File: config.mk
export PLATFORM = sky130hd
export DESIGN_NAME = chk_alu
export DESIGN_NICKNAME = d
export VERILOG_FILES = /design/src/rtl/chk_alu_pkg.sv /design/src/rtl/chk_addsub.sv /design/src/rtl/chk_mul.sv /design/src/rtl/chk_alu.sv
export SDC_FILE = /design/constraint.sdc
export NUM_CORES = 1
export LEC_CHECK = 0
export ABC_CLOCK_PERIOD_IN_PS = 1900
export BUFFER_PORTS_ARGS = -buffer_cell sky130_fd_sc_hd__buf_2
export CAP_MARGIN = 10
export CORE_ASPECT_RATIO = 2
export CORE_MARGIN = 2
export CORE_UTILIZATION = 40
export DETAILED_ROUTE_END_ITERATION = 6
export PLACE_DENSITY = 0.55
export SETUP_SLACK_MARGIN = 0.2
export SLEW_MARGIN = 20
export SYNTH_ARGS = -nofsm -noshare
export SYNTH_HDL_FRONTEND = slang
export SYNTH_SLANG_ARGS = --single-unit
export TNS_END_PERCENT = 10
File: constraint.sdc
create_clock -name clk -period 1.9 [get_ports clk]
set_input_delay 0.38 -clock clk [delete_from_list [all_inputs] [get_ports clk]]
set_output_delay 0.38 -clock clk [all_outputs]
set_load 0.02 [all_outputs]
File: src/rtl/chk_alu_pkg.sv
package chk_alu_pkg;
  typedef enum logic [1:0] {
    OP_ADD = 2'b00,
    OP_SUB = 2'b01,
    OP_MUL = 2'b10,
    OP_RSV = 2'b11
  } alu_op_e;
endpackage

File: src/rtl/chk_addsub.sv
module chk_addsub #(
  parameter int W = 16
) (
  input  logic         clk,
  input  logic         rst_n,
  input  logic [W-1:0] a,
  input  logic [W-1:0] b,
  input  logic         sub,
  output logic [W-1:0] sum,
  output logic         pos_ovf,
  output logic         neg_ovf
);
  localparam int XW = W + 1;

  logic [XW-1:0] ax, bx_raw, bx, wide;

  always_comb begin
    ax     = {a[W-1], a};
    bx_raw = {b[W-1], b};
    bx     = sub ? (~bx_raw + XW'(1)) : bx_raw;
    wide   = ax + bx;
  end

  assign sum     = wide[W-1:0];
  assign pos_ovf = (wide[XW-1:W-1] == 2'b01);
  assign neg_ovf = (wide[XW-1:W-1] == 2'b10);


  add_sign_chk: assert property (@(posedge clk) disable iff (!rst_n)
    (!sub && pos_ovf) |-> (!a[W-1] && !b[W-1] && sum[W-1]));

  sub_sign_chk: assert property (@(posedge clk) disable iff (!rst_n)
    (sub && neg_ovf) |-> (a[W-1] && !b[W-1] && !sum[W-1]));
endmodule

File: src/rtl/chk_mul.sv
module chk_mul #(
  parameter int W = 16
) (
  input  logic         clk,
  input  logic         rst_n,
  input  logic [W-1:0] a,
  input  logic [W-1:0] b,
  output logic [W-1:0] prod,
  output logic         pos_ovf,
  output logic         neg_ovf
);
  localparam int PW = 2 * W;
  localparam logic signed [PW-1:0] MAXV = {{(W+1){1'b0}}, {(W-1){1'b1}}};
  localparam logic signed [PW-1:0] MINV = {{(W+1){1'b1}}, {(W-1){1'b0}}};

  logic signed [W-1:0]  as, bs;
  logic signed [PW-1:0] full;

  assign as      = a;
  assign bs      = b;
  assign full    = as * bs;
  assign prod    = full[W-1:0];
  assign pos_ovf = (full > MAXV);
  assign neg_ovf = (full < MINV);


  mul_pos_sign_chk: assert property (@(posedge clk) disable iff (!rst_n)
    pos_ovf |-> (a[W-1] == b[W-1]));

  mul_neg_sign_chk: assert property (@(posedge clk) disable iff (!rst_n)
    neg_ovf |-> (a[W-1] != b[W-1]));
endmodule

File: src/rtl/chk_alu.sv
module chk_alu
  import chk_alu_pkg::*;
#(
  parameter int W = 16
) (
  input  logic         clk,
  input  logic         rst_n,
  input  logic         in_valid,
  input  logic [1:0]   op,
  input  logic [W-1:0] opa,
  input  logic [W-1:0] opb,
  output logic [W-1:0] res,
  output logic         ovf,
  output logic         unf,
  output logic         halt
);
  alu_op_e       op_e;
  logic [W-1:0]  as_sum, mul_lo;
  logic          as_pos, as_neg, mul_pos, mul_neg;
  logic [W-1:0]  sel_res;
  logic          sel_ovf, sel_unf;
  logic          upd_en;
  logic [W-1:0]  res_q, res_d;
  logic          ovf_q, ovf_d, unf_q, unf_d, halt_q, halt_d;

  assign op_e = alu_op_e'(op);

  chk_addsub #(.W(W)) u_addsub (
    .clk(clk), .rst_n(rst_n), .a(opa), .b(opb), .sub(op_e == OP_SUB),
    .sum(as_sum), .pos_ovf(as_pos), .neg_ovf(as_neg)
  );

  chk_mul #(.W(W)) u_mul (
    .clk(clk), .rst_n(rst_n), .a(opa), .b(opb),
    .prod(mul_lo), .pos_ovf(mul_pos), .neg_ovf(mul_neg)
  );

  always_comb begin
    case (op_e)
      OP_ADD, OP_SUB: begin
        sel_res = as_sum;
        sel_ovf = as_pos;
        sel_unf = as_neg;
      end
      OP_MUL: begin
        sel_res = mul_lo;
        sel_ovf = mul_pos;
        sel_unf = mul_neg;
      end
      default: begin
        sel_res = '0;
        sel_ovf = 1'b0;
        sel_unf = 1'b0;
      end
    endcase
  end

  assign upd_en = in_valid && !halt_q;

  always_comb begin
    res_d  = res_q;
    ovf_d  = ovf_q;
    unf_d  = unf_q;
    halt_d = halt_q;
    if (upd_en) begin
      res_d  = sel_res;
      ovf_d  = sel_ovf;
      unf_d  = sel_unf;
      halt_d = sel_ovf || sel_unf;
    end
  end

  always_ff @(posedge clk or negedge rst_n) begin
    if (!rst_n) begin
      res_q  <= '0;
      ovf_q  <= 1'b0;
      unf_q  <= 1'b0;
      halt_q <= 1'b0;
    end else begin
      res_q  <= res_d;
      ovf_q  <= ovf_d;
      unf_q  <= unf_d;
      halt_q <= halt_d;
    end
  end

  assign res  = res_q;
  assign ovf  = ovf_q;
  assign unf  = unf_q;
  assign halt = halt_q;


  halt_sticky_chk: assert property (@(posedge clk) disable iff (!rst_n)
    halt |=> halt);

  flag_halts_chk: assert property (@(posedge clk) disable iff (!rst_n)
    (ovf || unf) |-> halt);

  frozen_res_chk: assert property (@(posedge clk) disable iff (!rst_n)
    halt |=> ($stable(res) && $stable(ovf) && $stable(unf)));

  idle_hold_chk: assert property (@(posedge clk) disable iff (!rst_n)
    !in_valid |=> ($stable(res) && $stable(ovf) && $stable(unf)));

  flag_excl_chk: assert property (@(posedge clk) disable iff (!rst_n)
    !(ovf && unf));

  rsv_clear_chk: assert property (@(posedge clk) disable iff (!rst_n)
    (in_valid && !halt && op == 2'b11) |=> (res == '0 && !ovf && !unf));
endmodule

* After elaboration in Yosys (flattened, before gate mapping)
Index checks and enable logic that the tools add are counted. Widths: inputs -> output; s select.
Cells by class: add/sub/neg operators 2, $mul 1, order comparisons 2, eq/ne operators 4, multiplexer cells 4, bitwise logic cells 1, reductions and logical operators 5
Operators with widths (count):
- $gt 32x16->1 const B | 1
- $lt 32x16->1 const B | 1
- $mul 16x16->32 | 1
- $pmux 16 s2 | 1
- $add 17x1->17 const B | 1
- $add 17x17->17 | 1
- $mux 17 | 1
- $not 17->17 | 1
- $eq 2x1->1 const B | 2
- $eq 2x2->1 const B | 2
- $pmux 1 s2 | 2
- $logic_not 2->1 | 1
- $reduce_or 2->1 | 1
- $logic_and 1x1->1 | 1
- $logic_not 1->1 | 1
- $logic_or 1x1->1 | 1
Storage, ports and cells: bits in registers 19, input port bits 37

* Logic depth before layout (Yosys ltp)
Gate-level depths: netlist of the first run.
word-level depth 7, mapped depth 28

* Modules after synthesis
Synthesis of the first run repeated with hierarchy kept, for this count alone.
Unflattened totals: cells, all modules 1368, area total of the unflattened synthesis 12263.0 sq um
Modules (own cells, without submodules):
- chk_mul | times used 1, cells an instance 1108, area an instance 9988.3 sq um, sequential area each 0.0 sq um
- chk_addsub | times used 1, cells an instance 173, area an instance 1285.0 sq um, sequential area each 0.0 sq um
- chk_alu | times used 1, cells an instance 87, area an instance 989.7 sq um, sequential area each 475.5 sq um

* Worst setup path before layout of the first run
Ideal clock, no wire load.
kind input to register, start point input opa[15], end point register halt_q, in the netlist halt, library setup time 118 ps, data arrival time 7070 ps, data required time 1782 ps, slack -5288 ps, cell stages on the path 23, path through clkbuf_1 -> clkbuf_1 -> nand2_1 -> fa_1 -> inv_1 -> fa_1 -> fa_1 -> fa_1 -> fa_1 -> inv_1 -> fa_1 -> inv_1 -> ha_1 -> clkbuf_1 -> a21o_1 -> a221o_1 -> o41a_1 -> a21o_1 -> a21oi_2 -> xnor2_1 -> and4_2 -> o221ai_2 -> a21o_1
On the way: cells in the longest elaborated chain, start to end 4, elaborated cells on any way between the ends 9
Ends and longest elaborated chain:
- start, declared | line chk_alu.sv:10 | input logic [W-1:0] opa,
- $mul 16x16->32 or $add 17x17->17 (tied branches) | line chk_mul.sv:21, chk_addsub.sv:21
- $gt 32x16->1 (tied with other cells) | line chk_mul.sv:23 | assign pos_ovf = (full > MAXV);
- $pmux 1 s2 | line chk_alu.sv:39 | case (op_e)
- $logic_or 1x1->1 * | line chk_alu.sv:69 | halt_d = sel_ovf || sel_unf;
- end signal, assigned | line chk_alu.sv:83 | halt_q <= halt_d;
- end, declared | line chk_alu.sv:24 | logic ovf_q, ovf_d, unf_q, unf_d, halt_q, halt_d;
Every way passes the cells marked *; elsewhere a longest branch is shown, timed or not. A chain may end at the register's enable or synchronous reset.

* Final worst setup path of the first run
start point input opb[5], end point register halt_q, in the netlist halt
On the way: cells in the longest elaborated chain, start to end 7, elaborated cells on any way between the ends 12
Ends and longest elaborated chain:
- start, declared | line chk_alu.sv:11 | input logic [W-1:0] opb,
- parallel branches: the longest is 6 deep, another holds $mul 16x16->32
- $logic_or 1x1->1 * | line chk_alu.sv:69
Mark *: on every way between the ends.

==> flow_summary.json, run 1 <==
{
  "skew_ns": 0.00195,
  "grt_pass1_vias": 11500,
  "ys_seq_elements": 19,
  "critPathLaunchType": "input port",
  "slew_headroom_pct": 58.4,
  "via_per_inst": 5.00,
  "drv_cap": 0,
  "hpwl_mm": 29.8,
  "multi_input_area_mm2": 0.0110,
  "path_class": "input port to flip-flop",
  "wl_per_cell_um": 16.9,
  "synthFlopType": "dfrtp_1",
  "num_vias": 10100,
  "grt_max_degree": 37,
  "timing.final.ws_setup_ns": -4.51,
  "clk_pin_slew_ns": 0.06,
  "grt_pass1_wl_mm": 58.9,
  "grt_use_total_pct": 23.0,
  "finalHoldViolations": 0,
  "first_pass_iters": 5,
  "postSynthAreaPerCell_um2": 8.61,
  "clock.fmax_mhz": 156,
  "grt-ovfl-total": 0,
  "layout_common_cells": "inv_1 (295), fa_1 (245), buf_4 (230)",
  "rr_endpoint": "ovf",
  "drt_iter0_markers": 336,
  "ys_seq_area_share_pct": 3.93,
  "synth_area_mm2": 0.0121,
  "finalCritPeriodShare_pct": 337,
  "crit_end": "halt",
  "cts_tree": "yes",
  "hold_class": "input port to async pin",
  "seq_area_um2": 475,
  "finalMaxSlewViolations": 0,
  "synthToLayoutAreaGrowth_pct": 29.4,
  "outcome": "complete, but fails checks",
  "cts_hold_buf": 0,
  "cts_root_buf": "clkbuf_16",
  "fin_nets": 2047,
  "io_pins": 56,
  "clkLatencyLatePin_ns": 0.25,
  "crit_path_end_kind": "flip-flop",
  "syn_inst": 1405,
  "numCtsBuffers": 3,
  "start_util_pct": 40.4,
  "diodes": 0,
  "num_rows": 90,
  "portBuffers": 55,
  "die_w_um": 127,
  "drive_gt1_share_pct": 27.4,
  "synth_edf_count": 0,
  "die_y_um": 250,
  "num-fill-cells": 2836,
  "failed_checks": "negative setup slack",
  "cts.htree.levels": 1,
  "route.detailed.drc": 0,
  "setup_viol": 18,
  "reg2regPathDepth": 4,
  "r2r-start": "halt",
  "period_needed_ns": 6.41,
  "yosys_warnings": 0,
  "coreArea_mm2": 0.0300,
  "antenna_left": 0,
  "antenna_found_initial": 0,
  "cp.arrival_ns": 6.55,
  "die_area_mm2": 0.0317,
  "wl_mm": 34.1,
  "startpoint": "opb[5]",
  "dp_slack_ns": -5.12,
  "cp_data_required_time_ns": 2.04,
  "critical_path_peak_fanout": 12,
  "rsz0062_at_grt": "true",
  "clock_sinks": 19,
  "ff2ff_setup_slack_ns": 0.74,
  "syn_nets": 1804,
  "clockBufferDepth": 2,
  "synthArstFlopShare_pct": 100,
  "gp_congestion": 0.881,
  "worst_slew_pin_slew_ns": 0.608,
  "synth.distinct_cells": 61,
  "final_common_cell": "inv_1"
}
==> cells in the mapped netlist (3+ instances only) <==
cell | number | area, um^2
inv_1 | 315 | 1180
fa_1 | 263 | 5270
nand2_1 | 177 | 664
and2_1 | 111 | 694
ha_1 | 99 | 1240
nor2_1 | 56 | 210
clkbuf_1 | 52 | 195
a21oi_1 | 49 | 245
xnor2_1 | 39 | 342
o21ai_0 | 32 | 160
xor2_1 | 21 | 184
a21o_1 | 20 | 150
dfrtp_1 | 19 | 475
nand2b_1 | 15 | 93.8
nor3_1 | 15 | 75.1
nand3_1 | 13 | 65.1
a211oi_1 | 11 | 82.6
o211ai_1 | 8 | 60.1
nor2b_1 | 7 | 43.8
or3_1 | 7 | 43.8
and3_1 | 6 | 37.5
buf_1 | 5 | 18.8
a31oi_1 | 4 | 25.0
o21a_1 | 4 | 30.0
o31ai_1 | 4 | 30.0
nor4_1 | 3 | 18.8
o41a_1 | 3 | 33.8
==> metal layers <==
layer  up-vias  share of wire (%)  GRT usage (%)
met3        35                3.6           2.49
met2       177                 50           39.3
met5         -                  0              0
met1      5103                 44           32.2
met4         0                1.5           3.42
li1       4759                  -              -
==> worst min path at each step <==
stage / to / startpoint
after detailed placement: res[2] / rst_n
after floorplan: halt / rst_n
after global placement: res[1] / rst_n
final: res[2] / rst_n
after global routing: res[2] / rst_n
after CTS: res[2] / rst_n
==> cells by family (layout without fill, tap and decap cells) <==
kind of cell	after synthesis	in the layout	share of synthesized area [%]
and+or+nand+nor	423	423	17.0
buffers and inverters	374	616	11.6
adders and majority gates	362	362	53.8
AOI/OAI and AO/OA	166	166	9.28
xor gates and xnor gates	60	60	4.35
DFF	19	19	3.93
muxes	1	1	0.0828
==> what timing repair did <==
action	4_1_cts	5_1_grt
resized for setup	211	42
setup endpoints to repair	18	18
pin swaps	123	33
setup buffers	11	2
==> final cells by class <==
cell class | instances | share of cell area, %
Multi-Input combinational cell | 1012 | 70.1
Timing Repair Buffer | 297 | 15.8
Inverter | 315 | 7.58
Sequential cell | 19 | 3.04
Tap cell | 368 | 2.94
Clock buffer | 4 | 0.504
==> through the flow <==
stage	TNS, ns	std cells	hold WS, ns	instance area [um^2]	utilization [%]
finish	-46.89	2015	0.0611	15600	52.2
global route	-49.57	2015	0.0977	15600	52.2
CTS	-47.37	2013	0.0778	15400	51.6
detailed placement	-56.62	1998	0.344	14400	48.1
global placement	-55.98	1998	0.335	14400	48.1
floorplan	-45.11	1405	0.0844	12200	-
==> critical path, stage by stage <==
cell and delay [ns]:
buf_6 0.13, buf_4 0.14, buf_4 0.15, and2_1 0.17, fa_1 0.51, fa_1 0.43
ha_2 0.20, fa_1 0.48, inv_1 0.05, fa_1 0.47, fa_2 0.60, inv_2 0.05
ha_4 0.22, a21o_1 0.18, or3_4 0.37, nor3_4 0.23, or2_4 0.18, buf_12 0.10
o41ai_4 0.05, or3_1 0.40, a211oi_2 0.20, nand4_1 0.16, o311ai_4 0.33, o221ai_2 0.15
a21o_1 0.20
==> state kept, by name (all words and copies together) (netlist names) <==
register / count
ovf: 1
res: 16
halt: 1
unf: 1
Power of run 1 is left out: the tool's default activity adds up to more than one toggle a clock period on the data nets, which glitch-free logic cannot reach.
==> inputs of run 2 (changes only) <==
- SYNTH_HIERARCHICAL: default -> 1
==> run 2 against run 1 <==
The run still ends with negative setup slack left. Synthesized area is 1.4% higher. First-iteration DRC count grew 19%. Setup slack lost 0.31 ns. Cell count decreased by 0.30%. Synthesized cell count is 2.6% lower. Critical path depth unchanged. Wire length increased by 12%. Utilization is 1.3 points lower. Non-clock buffer count is 19 higher. Clock-buffer cell count unchanged. Sequential cell count stayed put.
==> flow_summary.json, run 2 <==
{
  "first_pass_iters": 5,
  "finalHoldViolations": 0,
  "start_util_pct": 40.6,
  "path_buf_inv": 6,
  "yosys.area_share.simple_pct": 16.6,
  "grt_pass1_vias": 11900,
  "synth_xor_xnor_area_share_pct": 3.93,
  "final_common_cell": "inv_1",
  "multi_input_area_mm2": 0.0109,
  "syn_nets": 1768,
  "numCtsBuffers": 3,
  "gp_congestion": 0.919,
  "hpwl_mm": 34.1,
  "num_vias": 10400,
  "finalCritPeriodShare_pct": 354,
  "timing.final.ws_setup_ns": -4.82,
  "setup_viol": 17,
  "grt_use_total_pct": 25.0,
  "clkLatencyLatePin_ns": 0.25,
  "largest_reg_flops": 16,
  "cts.htree.levels": 1,
  "outcome": "complete, but fails checks",
  "synth_top_area_share_pct": 42.9,
  "synth.area.top_cells": "fa_1 (43%), ha_1 (10%), inv_1 (8.8%)",
  "dp.cells": 2003,
  "instances_no_fill": 2009,
  "finish.utilization_pct": 50.9,
  "crit_slowest_cell": "fa_1",
  "layout_common_cells": "inv_1 (276), buf_4 (255), fa_1 (254)",
  "synth.most_common_cell": "inv_1",
  "num_rows": 90,
  "synth_area_mm2": 0.0123,
  "drive_gt1_share_pct": 25.6,
  "drv_cap": 0,
  "syn_inst": 1368,
  "synthFlopType": "dfrtp_1",
  "synthToLayoutAreaGrowth_pct": 25.3,
  "crit_path_end_kind": "flip-flop",
  "drt_iter0_markers": 400,
  "die_w_um": 128,
  "yosys_warnings": 6,
  "die_area_mm2": 0.0322,
  "hold_class": "input port to async pin",
  "wl_per_cell_um": 19.1,
  "seq_area_um2": 475,
  "ys_seq_area_share_pct": 3.88,
  "synth_commonest_cells": "inv_1 (287), fa_1 (263), nand2_1 (159), and2_1 (112), ha_1 (100)",
  "wl_mm": 38.4,
  "coreArea_mm2": 0.0302,
  "synth-adder-area-share_pct": 53.1,
  "clk_pin_slew_ns": 0.05,
  "cts_root_buf": "clkbuf_16",
  "period_needed_ns": 6.72,
  "worst_slew_pin_slew_ns": 0.504,
  "route.detailed.drc": 0,
  "failed_checks": "negative setup slack",
  "io_pins": 56,
  "fin_nets": 2042,
  "dp_slack_ns": -5.12,
  "ys_seq_elements": 19,
  "cts_tree": "yes",
  "path_class": "input port to flip-flop",
  "synthArstFlopShare_pct": 100,
  "antenna_left": 0,
  "synth_area_leader_cell": "fa_1",
  "portBuffers": 55,
  "cts_hold_buf": 0,
  "postSynthAreaPerCell_um2": 8.96,
  "synth-compound-area-share_pct": 11.6,
  "slew_headroom_pct": 65.9,
  "grt_max_degree": 37,
  "slowest_delay_ns": 0.54,
  "cp.arrival_ns": 6.85,
  "skew_ns": 0.00204,
  "grt_pass1_wl_mm": 61.4,
  "via_per_inst": 5.18,
  "finalMaxSlewViolations": 0,
  "cpMostUsedCell": "fa_1",
  "clock.fmax_mhz": 149,
  "antenna_found_initial": 1,
  "clockBufferDepth": 2,
  "num-fill-cells": 2920,
  "rsz0062_at_grt": "true",
  "die_y_um": 252,
  "critical_path_peak_fanout": 9,
  "synth.distinct_cells": 74,
  "cp_data_required_time_ns": 2.03,
  "hold-worst-slack_ns": 0.0579,
  "critPathLaunchType": "input port",
  "grt-ovfl-total": 0,
  "synth_top_family_by_area": "adder cells",
  "synth_mux_area_share_pct": 0.245,
  "diodes": 0,
  "cp_top_family": "adder cells",
  "clock_sinks": 19,
  "synth_edf_count": 0
}
[run 2: what timing repair did]
action                                 CTS  global route
buffers inserted                         1             1
resized for setup                       59            48
pin swaps                               16            20
setup endpoints to repair               18            18
endpoints found under the hold margin    0             0
gates cloned                             0             0
[run 2: path summary, 6_finish.rpt]
path / to / cells after the start / slack (ns) / startpoint
min in group clk: halt / 3 / 0.44 / in_valid
worst min register to register: res[2] / 2 / 0.51 / res[2]
worst max-delay path: halt / 25 / -4.82 / opa[7]
max in group asynchronous: ovf / 1 / 1.54 / rst_n
worst min-delay path: res[3] / 1 / 0.06 / rst_n
worst max register to register: res[3] / 4 / 0.73 / halt
[run 2: routing by layer]
layer	GRT usage, %	part of all wire [%]	vias to the layer above
li1	-	-	4800
met1	23.5	32	5254
met2	51.8	59	242
met3	1.08	2.0	120
met4	13.8	7.4	0
met5	0	0	-
[run 2: cells by family after synthesis]
| group | count (synthesis) |
|---|---|
| AOI/OAI and AO/OA | 191 |
| xor gates and xnor gates | 55 |
| adders and majority gates | 363 |
| buffers and inverters | 335 |
| DFF | 19 |
| muxes | 3 |
| and+or+nand+nor | 402 |
[run 2: worst register-to-register path: cells and delay by family (launching register included)]
kind                   cells  cell delay, ns
flip-flops                 1            0.41
buffers and inverters      1            0.35
AND/OR/NAND/NOR            2            0.22
AO/OA/AOI/OAI              1            0.11
[run 2: cell type report]
type                       instances  area share [%]
clock buffer                       4           0.513
inverter                         288            7.03
multi-input combinational       1014            70.6
sequential                        19            3.09
tap                              368            3.00
timing repair buffer             316            15.8
[run 2: metrics by stage]
stage | area [um^2] | TNS (ns)
2_1_floorplan | 12400 | -44.04
3_3_place_gp | 14900 | -54.54
3_5_place_dp | 14900 | -54.78
4_1_cts | 15200 | -46.65
5_1_grt | 15400 | -49.34
6_report | 15400 | -46.43
Power of run 2 is left out for the same reason.
